### src/rtl/gain_regs_pkg.sv
package gain_regs_pkg;
  localparam int ADDR_W = 12;
  localparam int DATA_W = 8;
  localparam int HI_W   = 4;
  localparam int ATT_W  = HI_W + DATA_W;
  localparam int STEP_W = 5;
  localparam int SRC_W  = 2;

  localparam logic [ADDR_W-1:0] A_STEP_IDLE = 12'h102;
  localparam logic [ADDR_W-1:0] A_ATT_LO    = 12'h103;
  localparam logic [ADDR_W-1:0] A_ATT_HI    = 12'h104;
  localparam logic [ADDR_W-1:0] A_SRC       = 12'h105;
  localparam logic [ADDR_W-1:0] A_STEP_TX   = 12'h112;

  localparam logic [SRC_W-1:0] SRC_EXT_CODE = 2'b10;
endpackage

### src/rtl/gain_atten_dbuf.sv
module gain_atten_dbuf #(
  parameter int HI_W = 4,
  parameter int LO_W = 8,
  localparam int OUT_W = HI_W + LO_W
) (
  input  logic             clk_i,
  input  logic             rst_ni,
  input  logic             hi_we_i,
  input  logic             lo_we_i,
  input  logic [LO_W-1:0]  wdata_i,
  output logic [HI_W-1:0]  shadow_o,
  output logic [LO_W-1:0]  lo_o,
  output logic [OUT_W-1:0] code_o
);
  logic [HI_W-1:0] shadow_q;
  logic [LO_W-1:0] lo_q;
  logic [OUT_W-1:0] code_q;

  always_ff @(posedge clk_i or negedge rst_ni) begin
    if (!rst_ni) begin
      shadow_q <= '0;
      lo_q     <= '0;
      code_q   <= '0;
    end else begin
      if (hi_we_i) shadow_q <= wdata_i[HI_W-1:0];
      // low write commits shadow + new byte atomically
      if (lo_we_i) begin
        lo_q   <= wdata_i;
        code_q <= {shadow_q, wdata_i};
      end
    end
  end

  assign shadow_o = shadow_q;
  assign lo_o     = lo_q;
  assign code_o   = code_q;
endmodule

### src/rtl/gain_step_bank.sv
module gain_step_bank #(
  parameter int STEP_W = 5,
  parameter int N_BANK = 2
) (
  input  logic              clk_i,
  input  logic              rst_ni,
  input  logic [N_BANK-1:0] we_i,
  input  logic [STEP_W-1:0] wdata_i,
  input  logic              tx_en_i,
  output logic [STEP_W-1:0] bank_o [N_BANK],
  output logic [STEP_W-1:0] step_o
);
  for (genvar g = 0; g < N_BANK; g++) begin : g_bank
    logic [STEP_W-1:0] q;
    always_ff @(posedge clk_i or negedge rst_ni) begin
      if (!rst_ni)    q <= '0;
      else if (we_i[g]) q <= wdata_i;
    end
    assign bank_o[g] = q;
  end

  // bank 0 = idle, bank 1 = transmit
  assign step_o = tx_en_i ? bank_o[1] : bank_o[0];
endmodule

### src/rtl/gain_src_sel.sv
module gain_src_sel #(
  parameter int               SRC_W   = 2,
  parameter logic [SRC_W-1:0] EXT_VAL = 2'b10
) (
  input  logic             clk_i,
  input  logic             rst_ni,
  input  logic             we_i,
  input  logic [SRC_W-1:0] wdata_i,
  output logic [SRC_W-1:0] raw_o,
  output logic             ext_o
);
  logic [SRC_W-1:0] q;

  always_ff @(posedge clk_i or negedge rst_ni) begin
    if (!rst_ni)   q <= '0;
    else if (we_i) q <= wdata_i;
  end

  assign raw_o = q;
  // reserved codes fall back to internal DAC
  assign ext_o = (q == EXT_VAL);
endmodule

### src/rtl/tx_gain_regs.sv
module tx_gain_regs
  import gain_regs_pkg::*;
(
  input  logic              clk_i,
  input  logic              rst_ni,
  input  logic              wr_en_i,
  input  logic [ADDR_W-1:0] addr_i,
  input  logic [DATA_W-1:0] wdata_i,
  input  logic [ADDR_W-1:0] raddr_i,
  output logic [DATA_W-1:0] rdata_o,
  input  logic              tx_en_i,
  output logic [ATT_W-1:0]  atten_code_o,
  output logic              src_ext_o,
  output logic [STEP_W-1:0] step_code_o
);
  localparam int N_BANK = 2;

  logic              we_hi, we_lo, we_src;
  logic [N_BANK-1:0] we_step;
  logic [HI_W-1:0]   shadow;
  logic [DATA_W-1:0] lo_byte;
  logic [SRC_W-1:0]  src_raw;
  logic [STEP_W-1:0] step_bank [N_BANK];

  assign we_hi      = wr_en_i && (addr_i == A_ATT_HI);
  assign we_lo      = wr_en_i && (addr_i == A_ATT_LO);
  assign we_src     = wr_en_i && (addr_i == A_SRC);
  assign we_step[0] = wr_en_i && (addr_i == A_STEP_IDLE);
  assign we_step[1] = wr_en_i && (addr_i == A_STEP_TX);

  gain_atten_dbuf #(.HI_W(HI_W), .LO_W(DATA_W)) u_atten (
    .clk_i    (clk_i),
    .rst_ni   (rst_ni),
    .hi_we_i  (we_hi),
    .lo_we_i  (we_lo),
    .wdata_i  (wdata_i),
    .shadow_o (shadow),
    .lo_o     (lo_byte),
    .code_o   (atten_code_o)
  );

  gain_step_bank #(.STEP_W(STEP_W), .N_BANK(N_BANK)) u_step (
    .clk_i   (clk_i),
    .rst_ni  (rst_ni),
    .we_i    (we_step),
    .wdata_i (wdata_i[STEP_W-1:0]),
    .tx_en_i (tx_en_i),
    .bank_o  (step_bank),
    .step_o  (step_code_o)
  );

  gain_src_sel #(.SRC_W(SRC_W), .EXT_VAL(SRC_EXT_CODE)) u_src (
    .clk_i   (clk_i),
    .rst_ni  (rst_ni),
    .we_i    (we_src),
    .wdata_i (wdata_i[SRC_W-1:0]),
    .raw_o   (src_raw),
    .ext_o   (src_ext_o)
  );

  always_comb begin
    rdata_o = '0;
    unique case (raddr_i)
      A_STEP_IDLE: rdata_o[STEP_W-1:0] = step_bank[0];
      A_ATT_LO:    rdata_o             = lo_byte;
      A_ATT_HI:    rdata_o[HI_W-1:0]   = shadow;
      A_SRC:       rdata_o[SRC_W-1:0]  = src_raw;
      A_STEP_TX:   rdata_o[STEP_W-1:0] = step_bank[1];
      default:     rdata_o             = '0;
    endcase
  end
endmodule

### config.mk
export PLATFORM = sky130hd
export DESIGN_NAME = tx_gain_regs
export DESIGN_NICKNAME = d
export VERILOG_FILES = /design/src/rtl/gain_regs_pkg.sv /design/src/rtl/gain_atten_dbuf.sv /design/src/rtl/gain_step_bank.sv /design/src/rtl/gain_src_sel.sv /design/src/rtl/tx_gain_regs.sv
export SDC_FILE = /design/constraint.sdc
export NUM_CORES = 1
export LEC_CHECK = 0
export BUFFER_PORTS_ARGS = -buffer_cell sky130_fd_sc_hd__buf_2
export CELL_PAD_IN_SITES_DETAIL_PLACEMENT = 1
export CELL_PAD_IN_SITES_GLOBAL_PLACEMENT = 1
export CORE_MARGIN = 1.5
export CORE_UTILIZATION = 37
export DETAILED_ROUTE_END_ITERATION = 8
export HOLD_SLACK_MARGIN = 0.02
export PLACE_DENSITY = 0.82
export SLEW_MARGIN = 30
export SYNTH_ARGS = -nofsm -noshare
export SYNTH_HDL_FRONTEND = slang
export SYNTH_SLANG_ARGS = --single-unit
### constraint.sdc
create_clock -name clk_i -period 1.3 [get_ports clk_i]
set_input_delay 0.195 -clock clk_i [delete_from_list [all_inputs] [get_ports clk_i]]
set_output_delay 0.195 -clock clk_i [all_outputs]
set_load 0.01 [all_outputs]
==> results.cfg, run 1 <==
[setup_path]
worstSetupStartpoint = u_atten.shadow_o[0]
cpPeakStageDelay_ns = 0.41
cp_top_family = flip-flops
slowest_stage = dfrtp_1
critPathMaxFanout = 2
critPathCapture = rdata_o[0]
cp.depth = 4
reg2reg_depth = 3
worst_setup_path_end_kind = output pin
critPathBufInv = 1
path_class = reg -> out
worstPathCellList = mux2_4 > a22oi_2 > o22ai_2 > buf_2
startpoint_type = flop
arrival_ns = 1.44
cp_data_required_time_ns = 1.11
rr_endpoint = u_atten.shadow_o[0]
r2r_start = u_atten.shadow_o[0]
regToRegSetupSlack_ns = 0.26

[layout]
diodes = 0
layout_common_cells = buf_2, mux2_4, dfrtp_1, buf_4, buf_6
syn2layout_area_growth_pct = 68.4
stdcell_area_sq_mm = 0.00253
drive_gt1_share_pct = 77.7
fin_nets = 240
layout_commonest_cell = buf_2

[routing]
dr_wl_met2_mm = 3.08
postRouteAntennaNets = 0
top_layer = met4
drt-total-wl_mm = 5.48
drt_pass1_iterations = 4
viasPerCell = 5.44
met3WireLength_microns = 218
vias = 1370
wl_met1_mm = 2.06
wl_per_cell_microns = 21.7
drtIter0Drc = 42
drc = 0

[placed_design]
hpwlAfterDp_mm = 3.60
place.gp.congestion = 0.732
placed_area_sq_mm = 0.00206
portBuffers = 61

[clocking]
ctsLongestPathBuffers = 2
clkTransAtPathRegs_ns = 0.09
cts_tree = built
cts_root_buffer = clkbuf_8
cts_buffers = 3
cts_sinks = 28
clk_latency_ns = 0.27
h-tree-depth = 1

[die]
ios = 62
die_h_microns = 66.8
die_area_sq_mm = 0.00446
core_area_sq_mm = 0.00394
dieWidth_microns = 66.8
rows = 23
initial_core_util_pct = 38.2

[sta]
slew_headroom_pct = 59.0
rsz0062_at_grt = true
layout_min_cycle_time_ns = 1.64
hold_violations = 0
setup_viol = 36
holdWs_ns = 0.157
finalClockSkew_ns = 0.000381
tightest_slew_ns = 0.615
maxSlewViolCount = 0
max_freq_ghz = 0.611
setup_tns_ns = -7.76
fin_crit_sh_pct = 126
finalWorstSetupSlack_ns = -0.336

[status]
status = finished, violations left
violations = negative setup slack

[power_and_ir_drop]
p_leak_nw = 1.28
fin_total_pwr_mw = 1.56
power.density_mw_per_mm2 = 615
ir_worst_vdd_uv = 314

[global_route]
grt_pass1_wl_mm = 7.22
antenna_found_initial = 0
overflow = 0
grt_use_total_pct = 22.4
grt_pass1_vias = 1410
grt_max_degree = 29

[run]
max_cap_violations = 0

[logic_synthesis]
synth_nets = 145
syn_area_per_cell_sq_um = 13.8
synthArstFlopShare_pct = 100
ys_seq_elements = 28
syn_inst = 109
yosysWarningCount = 0
ys_types = 22
ys.flop_type = dfrtp_1
seq_area_frac_synth_pct = 46.6
synth_edf_count = 0
netlist_area_sq_mm = 0.00151

[min_path]
min_path_type = in -> reg
## registers in the layout, indices dropped and copies added (netlist names)
signal            cells
u_step.g_bank.q      10
u_src.raw_o           2
u_atten.code_o       12
u_atten.shadow_o      4
## synth_stat cells, types with 3 or more instances
cell type,number,area [sq um]
mux2_2,37,417
dfrtp_1,28,701
o22ai_1,5,31.3
a22oi_1,4,30.0
nor4_4,4,85.1
and3_1,3,18.8
mux2i_1,3,30.0
nand2_1,3,11.3
nor2b_1,3,18.8
or4bb_1,3,33.8
## final cells by class
| cell class | instances | area, sq um |
|---|---|---|
| sequential | 28 | 701 |
| tap | 50 | 62.6 |
| timing repair buffer | 93 | 702 |
| clock buffer | 3 | 41.3 |
| multi-input combinational | 78 | 1030 |
| fill | 408 | 1410 |
## report_power, final
group | internal, mW | total [mW] | switching, mW
logic | 0.112 | 0.219 | 0.107
registers | 0.873 | 0.876 | 0.00277
clock network | 0.208 | 0.464 | 0.256
## repair_timing
action / 4_1_cts / 5_1_grt
cloned: 0 / 1
setup endpoints to repair: 37 / 41
setup buffers: 7 / 8
endpoints found under the hold margin: 28 / 0
pin swaps: 14 / 7
hold buffers: 1 / 0
gates resized for setup: 44 / 15
## logic make-up (layout without fill, tap and decap cells)
group                  after synthesis  in the layout  synth area share (%)
and+or+nand+nor                     29             29                  18.5
buffers and inverters                3             96                  1.25
AOI/OAI and AO/OA                    9              9                  4.07
muxes                               40             40                  29.7
DFF                                 28             28                  46.6
## through the flow
step           setup WS (ns)  utilization (%)  std cells
2_1_floorplan         -0.380                -        109
3_3_place_gp          -0.497             52.2        232
3_5_place_dp          -0.552             52.2        232
4_1_cts               -0.319             60.1        243
5_1_grt               -0.366             64.3        252
6_report              -0.336             64.3        252
## how the worst min path moves through the flow
stage / from / end / slack (ns) / cells after the start
floorplan: rst_ni / u_atten.code_o[0] / -0.10 / 0
global placement: rst_ni / u_atten.code_o[5] / 0.22 / 1
detailed placement: rst_ni / u_atten.code_o[5] / 0.24 / 1
CTS: wdata_i[5] / u_atten.code_o[5] / 0.16 / 2
global route: wdata_i[5] / u_atten.code_o[5] / 0.16 / 2
finish: wdata_i[5] / u_atten.code_o[5] / 0.16 / 2
## metal layers
| metal | track usage (%) | vias up |
|---|---|---|
| met1 | 23.1 | 689 |
| met3 | 2.36 | 10 |
| met5 | 0 | - |
| li1 | - | 614 |
| met4 | 6.38 | 0 |
| met2 | 46.1 | 57 |
Power figures use the tool's default switching activity.
==> run 2, diff against run 1 <==
--- a/config.mk
+++ b/config.mk
@@ -12,7 +12,7 @@
 export CORE_UTILIZATION = 37
 export DETAILED_ROUTE_END_ITERATION = 8
 export HOLD_SLACK_MARGIN = 0.02
-export PLACE_DENSITY = 0.82
+export PLACE_DENSITY_LB_ADDON = 0.25
 export SLEW_MARGIN = 30
 export SYNTH_ARGS = -nofsm -noshare
 export SYNTH_HDL_FRONTEND = slang
==> run 2 against run 1 <==
Critical path type unchanged. Clock power increased by 52%. Core utilization increased by 0.67 points. First-iteration DRC count increased by 4.8%. Clock skew about the same. Flip-flop and latch count unchanged. Power increased by 16%. The run still ends with negative setup slack left. Highest routed layer unchanged. Sequential share of layout area decreased by 0.28 points. Die area unchanged.
==> results.cfg, run 2 (synthesis results as in run 1) <==
[min_path]
hp-start = wdata_i[7]
min_path_type = in -> reg
worstHoldPathCells = 2
min_to = u_atten.code_o[7]

[power_and_ir_drop]
combPwrFrac_pct = 12.4
pwr-share-seq_pct = 48.6
switchingPower_mw = 0.400
ir_worst_vdd_uv = 440
intPower_mw = 1.40
power.density_mw_per_mm2 = 704
switching_share_pct = 22.2
fin_total_pwr_mw = 1.80
clkPwrFrac_pct = 39.1
p_leak_nw = 1.30

[global_route]
grt_max_degree = 29
use_met1_pct = 25.6
antenna_found_initial = 0
grt_pass1_vias = 1450
overflow = 0
met3_usage_pct = 3.21
grt.busiest_layer = met2
grt_pass1_wl_mm = 7.32
met2_usage_pct = 42.1
grt_use_total_pct = 22.2

[setup_path]
cpPeakStageDelay_ns = 0.42
worstPathCellList = mux2_4 > a22oi_2 > o22ai_1 > buf_2
slowest_stage = dfrtp_1
critPathMaxFanout = 2
startpoint_type = flop
regToRegSetupSlack_ns = 0.15
worst_setup_path_end_kind = output pin
path_class = reg -> out
cp_data_required_time_ns = 1.11
rr_endpoint = u_src.raw_o[0]
reg2reg_depth = 4
r2r_start = u_src.raw_o[0]
arrival_ns = 1.42

[run]
max_cap_violations = 0

[layout]
drive_gt1_share_pct = 75.7
utilization_pct = 65.0
diodes = 0
layout_common_cells = buf_2, mux2_4, dfrtp_1, buf_6, buf_4
largest_reg_flops = 12
nFillCells = 402
fin_nets = 239
layout_commonest_cell = buf_2
syn2layout_area_growth_pct = 70.2

[routing]
drtIter0Drc = 44
viasPerCell = 5.41
drt_pass1_iterations = 4
wl_per_cell_microns = 19.5
vias = 1363
postRouteAntennaNets = 0
drc = 0
drt-total-wl_mm = 4.91

[sta]
maxSlewViolCount = 0
setup_viol = 41
tightest_slew_ns = 0.641
layout_min_cycle_time_ns = 1.62
fin_crit_sh_pct = 124
finalClockSkew_ns = 0.000186
rsz0062_at_grt = true
finalWorstSetupSlack_ns = -0.317
hold_violations = 0
slew_headroom_pct = 57.3
max_freq_ghz = 0.619

[clocking]
cts_root_buffer = clkbuf_8
cts_sinks = 28
h-tree-depth = 1
cts_buffers = 3
ctsLongestPathBuffers = 2
cts_tree = built
clkTransAtPathRegs_ns = 0.10
clk_latency_ns = 0.28

[placed_design]
place.gp.congestion = 0.751
portBuffers = 61
post-place-ws_ns = -0.551
hpwlAfterDp_mm = 3.26

[die]
die_h_microns = 66.8
dieWidth_microns = 66.8
core_area_sq_mm = 0.00394
die_area_sq_mm = 0.00446
ios = 62
rows = 23
initial_core_util_pct = 38.2

[status]
status = finished, violations left
violations = negative setup slack
==> run 2: area by class of cell <==
type | count | area [sq um] | area share [%]
flip-flops and latches | 28 | 701 | 27.4
clock buffers | 3 | 41.3 | 1.61
repair buffers | 92 | 716 | 27.9
multi-input cells | 78 | 1010 | 39.5
clock inverters | 1 | 30.0 | 1.17
well taps | 50 | 62.6 | 2.44
==> run 2: timing repair <==
item	4_1_cts	5_1_grt
endpoints found under the setup margin	37	42
buffers inserted	3	9
hold buffers	1	0
gates resized for setup	45	20
pin swaps	10	8
endpoints found under the hold margin	28	0
gates cloned	0	1
==> run 2: routing by layer <==
layer  vias up  wire, microns  share of wire (%)
met5         -              0                  0
met4         0             74                1.5
met3         8            244                5.0
met2        53           2710                 55
met1       689           1880                 38
li1        613              -                  -
==> run 2: worst max-delay path by stage <==
stage | from | endpoint | cells after the start
5_1_grt | u_atten.shadow_o[1] | rdata_o[1] | 4
6_report | u_atten.shadow_o[1] | rdata_o[1] | 4
2_1_floorplan | addr_i[2] | u_atten.code_o[2] | 4
4_1_cts | u_atten.shadow_o[0] | rdata_o[0] | 4
3_5_place_dp | addr_i[6] | u_src.raw_o[1] | 4
3_3_place_gp | addr_i[2] | u_atten.code_o[9] | 5
==> run 2: power groups by stage <==
stage	combinational, mW	sequential (mW)	clock (mW)
after global routing	0.240	0.877	0.749
after global placement	0.164	0.893	0
after floorplan	0.0571	0.893	0
final	0.223	0.876	0.705
after CTS	0.207	0.876	0.710
after detailed placement	0.172	0.893	0
==> run 2: worst max-delay path, delay by kind of cell (launching register included) <==
kind / cells / cell delay (ns)
flops: 1 / 0.42
compound gates: 2 / 0.29
mux: 1 / 0.28
buf+inv: 1 / 0.15
==> run 2: through the flow <==
step / area (sq um) / hold WS, ns / std cells / setup TNS (ns)
CTS: 2380 / 0.134 / 243 / -5.36
global route: 2560 / 0.141 / 252 / -9.08
finish: 2560 / 0.144 / 252 / -8.00
floorplan: 1580 / -0.101 / 109 / -9.46
detailed placement: 2080 / 0.249 / 235 / -15.51
global placement: 2080 / 0.235 / 235 / -14.23
